===== src/rtl/lmad_pkg.sv =====
package lmad_pkg;
  typedef enum logic [1:0] {
    ATTR_BUS = 2'd0,
    ATTR_RO  = 2'd1,
    ATTR_WO  = 2'd2,
    ATTR_RW  = 2'd3
  } attr_e;

  typedef enum logic [1:0] {
    RGN_PLAIN = 2'd0,
    RGN_VIDEO = 2'd1,
    RGN_SEG   = 2'd2,
    RGN_FW    = 2'd3
  } rgn_e;

  localparam logic [7:0] TOM_OFS   = 8'h57;
  localparam logic [7:0] ATTR_OFS  = 8'h59;
  localparam logic [7:0] VCTL_OFS  = 8'h72;
  localparam logic [7:0] VCTL_RST  = 8'h02;
  localparam int         VCTL_OPEN = 6;
  localparam int         VCTL_SMM  = 3;
endpackage


===== src/rtl/lmad_cfg_regs.sv =====
module lmad_cfg_regs #(
  parameter int ATTR_BYTES = 7,
  parameter int RAM_MB_W   = 16
) (
  input  logic                    clk_i,
  input  logic                    rst_ni,
  input  logic                    we_i,
  input  logic [7:0]              addr_i,
  input  logic [7:0]              wdata_i,
  input  logic [RAM_MB_W-1:0]     ram_mb_i,
  output logic [7:0]              rdata_o,
  output logic [ATTR_BYTES*8-1:0] attr_o,
  output logic [7:0]              vctl_o
);
  import lmad_pkg::*;

  localparam int UNITS_W = (RAM_MB_W > 3) ? RAM_MB_W - 3 : 1;

  logic [7:0] attr_q [ATTR_BYTES];
  logic [7:0] vctl_q;
  logic [7:0] tom;
  logic [UNITS_W-1:0] units;

  for (genvar b = 0; b < ATTR_BYTES; b++) begin : g_attr
    logic hit;
    assign hit = we_i && (addr_i == ATTR_OFS + 8'(b));
    always_ff @(posedge clk_i or negedge rst_ni) begin
      if (!rst_ni)  attr_q[b] <= '0;
      else if (hit) attr_q[b] <= wdata_i;
    end
    assign attr_o[b*8 +: 8] = attr_q[b];
  end

  always_ff @(posedge clk_i or negedge rst_ni) begin
    if (!rst_ni)                           vctl_q <= VCTL_RST;
    else if (we_i && addr_i == VCTL_OFS)   vctl_q <= wdata_i;
  end
  assign vctl_o = vctl_q;

  // memory size in 8 MiB units, saturating
  assign units = UNITS_W'(ram_mb_i >> 3);
  assign tom   = (units > UNITS_W'(255)) ? 8'hFF : 8'(units);

  always_comb begin
    rdata_o = '0;
    if (addr_i == TOM_OFS)  rdata_o = tom;
    if (addr_i == VCTL_OFS) rdata_o = vctl_q;
    for (int b = 0; b < ATTR_BYTES; b++)
      if (addr_i == ATTR_OFS + 8'(b)) rdata_o = attr_q[b];
  end
endmodule


===== src/rtl/lmad_seg_decode.sv =====
module lmad_seg_decode #(
  parameter int ADDR_W     = 32,
  parameter int N_SEG      = 12,
  parameter int ATTR_BYTES = 7
) (
  input  logic [ADDR_W-1:0]       addr_i,
  input  logic [ATTR_BYTES*8-1:0] attr_i,
  output lmad_pkg::rgn_e          rgn_o,
  output lmad_pkg::attr_e         attr_o
);
  import lmad_pkg::*;

  localparam int         IDX_W    = $clog2(N_SEG);
  localparam logic [5:0] SEG_BASE = 6'h30; // 0xC0000 >> 14

  logic [1:0] seg_fld [N_SEG];
  logic       above;
  logic [5:0] blk;
  logic [5:0] rel;

  // field i: byte 1+i/2, low nibble for even i, high nibble for odd i
  for (genvar i = 0; i < N_SEG; i++) begin : g_fld
    assign seg_fld[i] = attr_i[(1 + i/2)*8 + (i%2)*4 +: 2];
  end

  if (ADDR_W > 20) begin : g_hi
    assign above = |addr_i[ADDR_W-1:20];
  end else begin : g_nohi
    assign above = 1'b0;
  end

  assign blk = addr_i[19:14];
  assign rel = blk - SEG_BASE;

  always_comb begin
    rgn_o  = RGN_PLAIN;
    attr_o = ATTR_BUS;
    if (!above) begin
      if (addr_i[19:17] == 3'b101) begin
        rgn_o = RGN_VIDEO;
      end else if (addr_i[19:16] == 4'hF) begin
        rgn_o  = RGN_FW;
        attr_o = attr_e'(attr_i[5:4]);
      end else if (addr_i[19:18] == 2'b11) begin
        rgn_o = RGN_SEG;
        if (rel < 6'(N_SEG)) attr_o = attr_e'(seg_fld[rel[IDX_W-1:0]]);
      end
    end
  end
endmodule


===== src/rtl/lmad_route.sv =====
module lmad_route (
  input  lmad_pkg::rgn_e  rgn_i,
  input  lmad_pkg::attr_e attr_i,
  input  logic            we_i,
  input  logic            smm_i,
  input  logic [7:0]      vctl_i,
  output logic            dram_o,
  output logic            bus_o,
  output logic            drop_o
);
  import lmad_pkg::*;

  logic video_open;
  assign video_open = vctl_i[VCTL_OPEN] | (smm_i & vctl_i[VCTL_SMM]);

  always_comb begin
    dram_o = 1'b0;
    bus_o  = 1'b0;
    drop_o = 1'b0;
    unique case (rgn_i)
      RGN_PLAIN: dram_o = 1'b1;
      RGN_VIDEO: begin
        dram_o = video_open;
        bus_o  = !video_open;
      end
      default: begin
        unique case (attr_i)
          ATTR_RW:  dram_o = 1'b1;
          ATTR_RO:  begin dram_o = !we_i; drop_o = we_i; end
          ATTR_WO:  begin dram_o = we_i;  bus_o  = !we_i; end
          default:  bus_o  = 1'b1;
        endcase
      end
    endcase
  end
endmodule


===== src/rtl/lmad_attr_dec.sv =====
module lmad_attr_dec #(
  parameter int ADDR_W     = 32,
  parameter int RAM_MB_W   = 16,
  parameter int N_SEG      = 12
) (
  input  logic                clk_i,
  input  logic                rst_ni,
  input  logic                cfg_we_i,
  input  logic [7:0]          cfg_addr_i,
  input  logic [7:0]          cfg_wdata_i,
  output logic [7:0]          cfg_rdata_o,
  input  logic [RAM_MB_W-1:0] ram_mb_i,
  input  logic [ADDR_W-1:0]   acc_addr_i,
  input  logic                acc_we_i,
  input  logic                smm_i,
  output logic                dram_o,
  output logic                bus_o,
  output logic                wr_drop_o
);
  import lmad_pkg::*;

  localparam int ATTR_BYTES = 1 + (N_SEG + 1) / 2;

  logic [ATTR_BYTES*8-1:0] attr_q;
  logic [7:0]              vctl_q;
  rgn_e                    rgn;
  attr_e                   attr;

  lmad_cfg_regs #(.ATTR_BYTES(ATTR_BYTES), .RAM_MB_W(RAM_MB_W)) u_regs (
    .clk_i    (clk_i),
    .rst_ni   (rst_ni),
    .we_i     (cfg_we_i),
    .addr_i   (cfg_addr_i),
    .wdata_i  (cfg_wdata_i),
    .ram_mb_i (ram_mb_i),
    .rdata_o  (cfg_rdata_o),
    .attr_o   (attr_q),
    .vctl_o   (vctl_q)
  );

  lmad_seg_decode #(.ADDR_W(ADDR_W), .N_SEG(N_SEG), .ATTR_BYTES(ATTR_BYTES)) u_dec (
    .addr_i (acc_addr_i),
    .attr_i (attr_q),
    .rgn_o  (rgn),
    .attr_o (attr)
  );

  lmad_route u_route (
    .rgn_i  (rgn),
    .attr_i (attr),
    .we_i   (acc_we_i),
    .smm_i  (smm_i),
    .vctl_i (vctl_q),
    .dram_o (dram_o),
    .bus_o  (bus_o),
    .drop_o (wr_drop_o)
  );
endmodule


===== config.mk =====
export PLATFORM = sky130hd
export DESIGN_NAME = lmad_attr_dec
export DESIGN_NICKNAME = d
export VERILOG_FILES = /design/src/rtl/lmad_pkg.sv /design/src/rtl/lmad_cfg_regs.sv /design/src/rtl/lmad_seg_decode.sv /design/src/rtl/lmad_route.sv /design/src/rtl/lmad_attr_dec.sv
export SDC_FILE = /design/constraint.sdc
export NUM_CORES = 1
export LEC_CHECK = 0
export BUFFER_PORTS_ARGS = -buffer_cell sky130_fd_sc_hd__buf_2
export CORE_MARGIN = 2
export CORE_UTILIZATION = 45
export DETAILED_ROUTE_END_ITERATION = 6
export MAX_ROUTING_LAYER = met4
export PLACE_DENSITY = 0.68
export SLEW_MARGIN = 10
export SYNTH_ARGS = -nofsm -noshare
export SYNTH_HDL_FRONTEND = slang
export SYNTH_SLANG_ARGS = --single-unit

===== constraint.sdc =====
create_clock -name clk_i -period 5.5 [get_ports clk_i]
set_clock_uncertainty 0.15 [all_clocks]
set_input_delay 1.1 -clock clk_i [delete_from_list [all_inputs] [get_ports clk_i]]
set_output_delay 1.1 -clock clk_i [all_outputs]
set_load 0.05 [all_outputs]

==> run metrics <==
final instance area roughly 4300 um^2; DR vias approximately 2700; Final Hold Viols 0; die area around 8900 um^2; Clk pwr share 40.8%; htree depth 3; CTS clk-pin slew, worst paths 70 ps; Die Wd 94.5 um; initial antenna violation count 0; ANT cells 0; CP max FO 27; vias in the first global route 2739; Final Slew Violations 0; 1st-iter DRT viols just over 200; CP Launch Type input port; power consumption 1.07 mW; Reg power frac 47.4%; MaxCap Viol Count 0; Core ar. 7850 um^2; status complete, no violations; Syn Area/Cell 12.4 um^2; Max clock buf depth 2; #FFs+latches synth 64; CTS Sinks 64; startpoint of the worst register-to-register path u_regs.vctl_o[6]; CTS Root Cell clkbuf_8; Buffers on Ports 62; nets 425; syn_nets roughly 370; switching pwr 0.261 mW; synth warn 0; clk_lat worst skew 340 ps; grt total ovfl 0; post-synthesis sequential area ratio 43.5%; WS Path Type in2out; CP Capture Point cfg_rdata_o[5]; Leak Pwr 2.02 nW; number of hold buffers added after cts 0; TritonCTS clock tree built; Reg2Reg Setup Slack 4540 ps; Placer Congestion 0.807; multi-input logic area 1990 um^2; gr usage total 22.7%; fraction of layout instances using a drive strength above 1 48.5%; register area 1600 um^2; Slew headroom 47.1%; worst reg2reg path depth 1; placed cell areas 4060 um^2; drt wl/cell 20.0 um; Site Rows 32; synthesis-to-finish area growth 15.8%; post-CTS setup buffers 0; RSZ-0062 raised after global routing false; final wirelength about 9200 um; post-synth top area share 42.8%; post-synthesis cell count between 200 and 300; drt via density 5.94; endpoints failing setup 0; TritonCTS Buffers 9; Synth top cells by count 63 x dfrtp_1, 61 x mux2_2, 16 x nor2_1, 12 x a21oi_1, 11 x mux4_2; Synth cell types 53; Top Ports 80; crit share post-route 84.3%; Slew @ Worst Pin 793 ps; fin crit period 4640 ps; post-CTS sizing 0; Critical Path RT 4250 ps; global-route wire length before repair approximately 15000 um; top cells by area, synth dfrtp_1 43%, mux2_2 19%, mux4_2 6.7%, mux2_4 3.3%, nor3_4 1.8%; final-layout fill cell count 691; combinational share of power 11.8%; FF-to-FF End u_regs.vctl_o[6]; f_max 216 MHz; Post-Syn Area roughly 3700 um^2; Critical Path AT 3390 ps; setup total negative slack 0 ps; VDD IR max 0.125 mV; Synth Flop Type dfrtp_1; worst hold path class reg2reg; sw frac 24.3%; count leader, synth dfrtp_1; pwr dens 252 nW/um^2; cell taking the most area after synthesis dfrtp_1; CP startpoint cfg_addr_i[1]; first-pass detailed-route iteration total 4; largest net degree at the start of global routing 42; Int Power ~0.81 mW; hpwl dp about 6400 um; ANT nets after route 0; Post-route DRC 0; DIE HEIGHT approximately 94 um; Post-synth EDFFs 0; critical path capture point type primary output; Synth async-reset ratio 100%; initial core utilization 46.9%
-- per-stage QoR --
step                      std cells  util, %  hold slack (ps)  worst slack, ps
after floorplan                 296        -              323              860
after global placement          447     51.7              332              943
after detailed placement        447     51.7              338              854
after CTS                       461     54.3              354              846
after global routing            461     54.3              365              614
final                           461     54.3              355              863
-- layer usage --
metal  vias to the layer above  track usage [%]  part of all wire (%)
met2                        83             34.4                    48
met3                        16             3.75                   5.6
met4                         0             7.97                   2.1
met5                         -                -                     0
met1                      1382             31.3                    45
li1                       1258                -                     -
-- kinds of logic after synthesis --
kind of cell    count (synthesis)  share of synthesized area [%]
simple gates                   74                           13.8
flops                          64                           43.5
compound gates                 55                           10.1
mux                            85                           30.0
buf+inv                        18                           2.55
-- power by group through the flow --
stage / sequential [mW] / combinational [mW] / clock (mW)
2_1_floorplan: 0.512 / 0.0779 / 0
3_3_place_gp: 0.516 / 0.124 / 0
3_5_place_dp: 0.518 / 0.127 / 0
4_1_cts: 0.509 / 0.127 / 0.445
5_1_grt: 0.511 / 0.139 / 0.472
6_report: 0.509 / 0.127 / 0.438
-- worst min-delay path by stage --
stage	startpoint	endpoint	slack, ps	cells past startpoint
3_5_place_dp	u_regs.attr_o[31]	u_regs.attr_o[31]	340	1
4_1_cts	u_regs.attr_o[31]	u_regs.attr_o[31]	350	1
2_1_floorplan	u_regs.attr_o[31]	u_regs.attr_o[31]	320	1
5_1_grt	u_regs.attr_o[31]	u_regs.attr_o[31]	370	1
3_3_place_gp	u_regs.attr_o[31]	u_regs.attr_o[31]	330	1
6_report	u_regs.attr_o[43]	u_regs.attr_o[43]	360	1
-- registers in the layout, indices dropped and copies added (netlist names) --
register       cells
u_regs.vctl_o      8
u_regs.attr_o     56
-- cells in the final DEF, fill, tap and decap left out, types with 3 or more instances in the layout --
| cell type | count |
|---|---|
| dfrtp_1 | 63 |
| buf_2 | 62 |
| mux2_2 | 61 |
| nor2_1 | 16 |
| a21oi_1 | 12 |
| mux4_2 | 11 |
| o21ai_0 | 10 |
| clkbuf_8 | 10 |
| nand2_1 | 8 |
| mux2_4 | 8 |
| nor3_1 | 7 |
| nand3_1 | 5 |
| mux2i_1 | 5 |
| a211oi_1 | 5 |
| nor2b_1 | 4 |
| nand2b_1 | 4 |
| a21o_1 | 4 |
| o22ai_1 | 4 |
| nor3_4 | 4 |
| o21a_1 | 3 |
| nor3b_1 | 3 |
| buf_4 | 3 |
-- critical path, stage by stage --
cell	delay (ps)
buf_2	460
nand3_1	310
nor3_1	620
o21ai_0	190
a21o_1	220
a21oi_1	190
buf_2	300
-- area by class of cell --
type / count / share of cell area [%]
Clock buffer: 10 / 3.23
Sequential cell: 64 / 37.6
Timing Repair Buffer: 65 / 7.81
Clock inverter: 4 / 1.64
Inverter: 2 / 0.176
Tap cell: 102 / 2.99
Multi-Input combinational cell: 214 / 46.6
(Power assumes the default switching activity.)
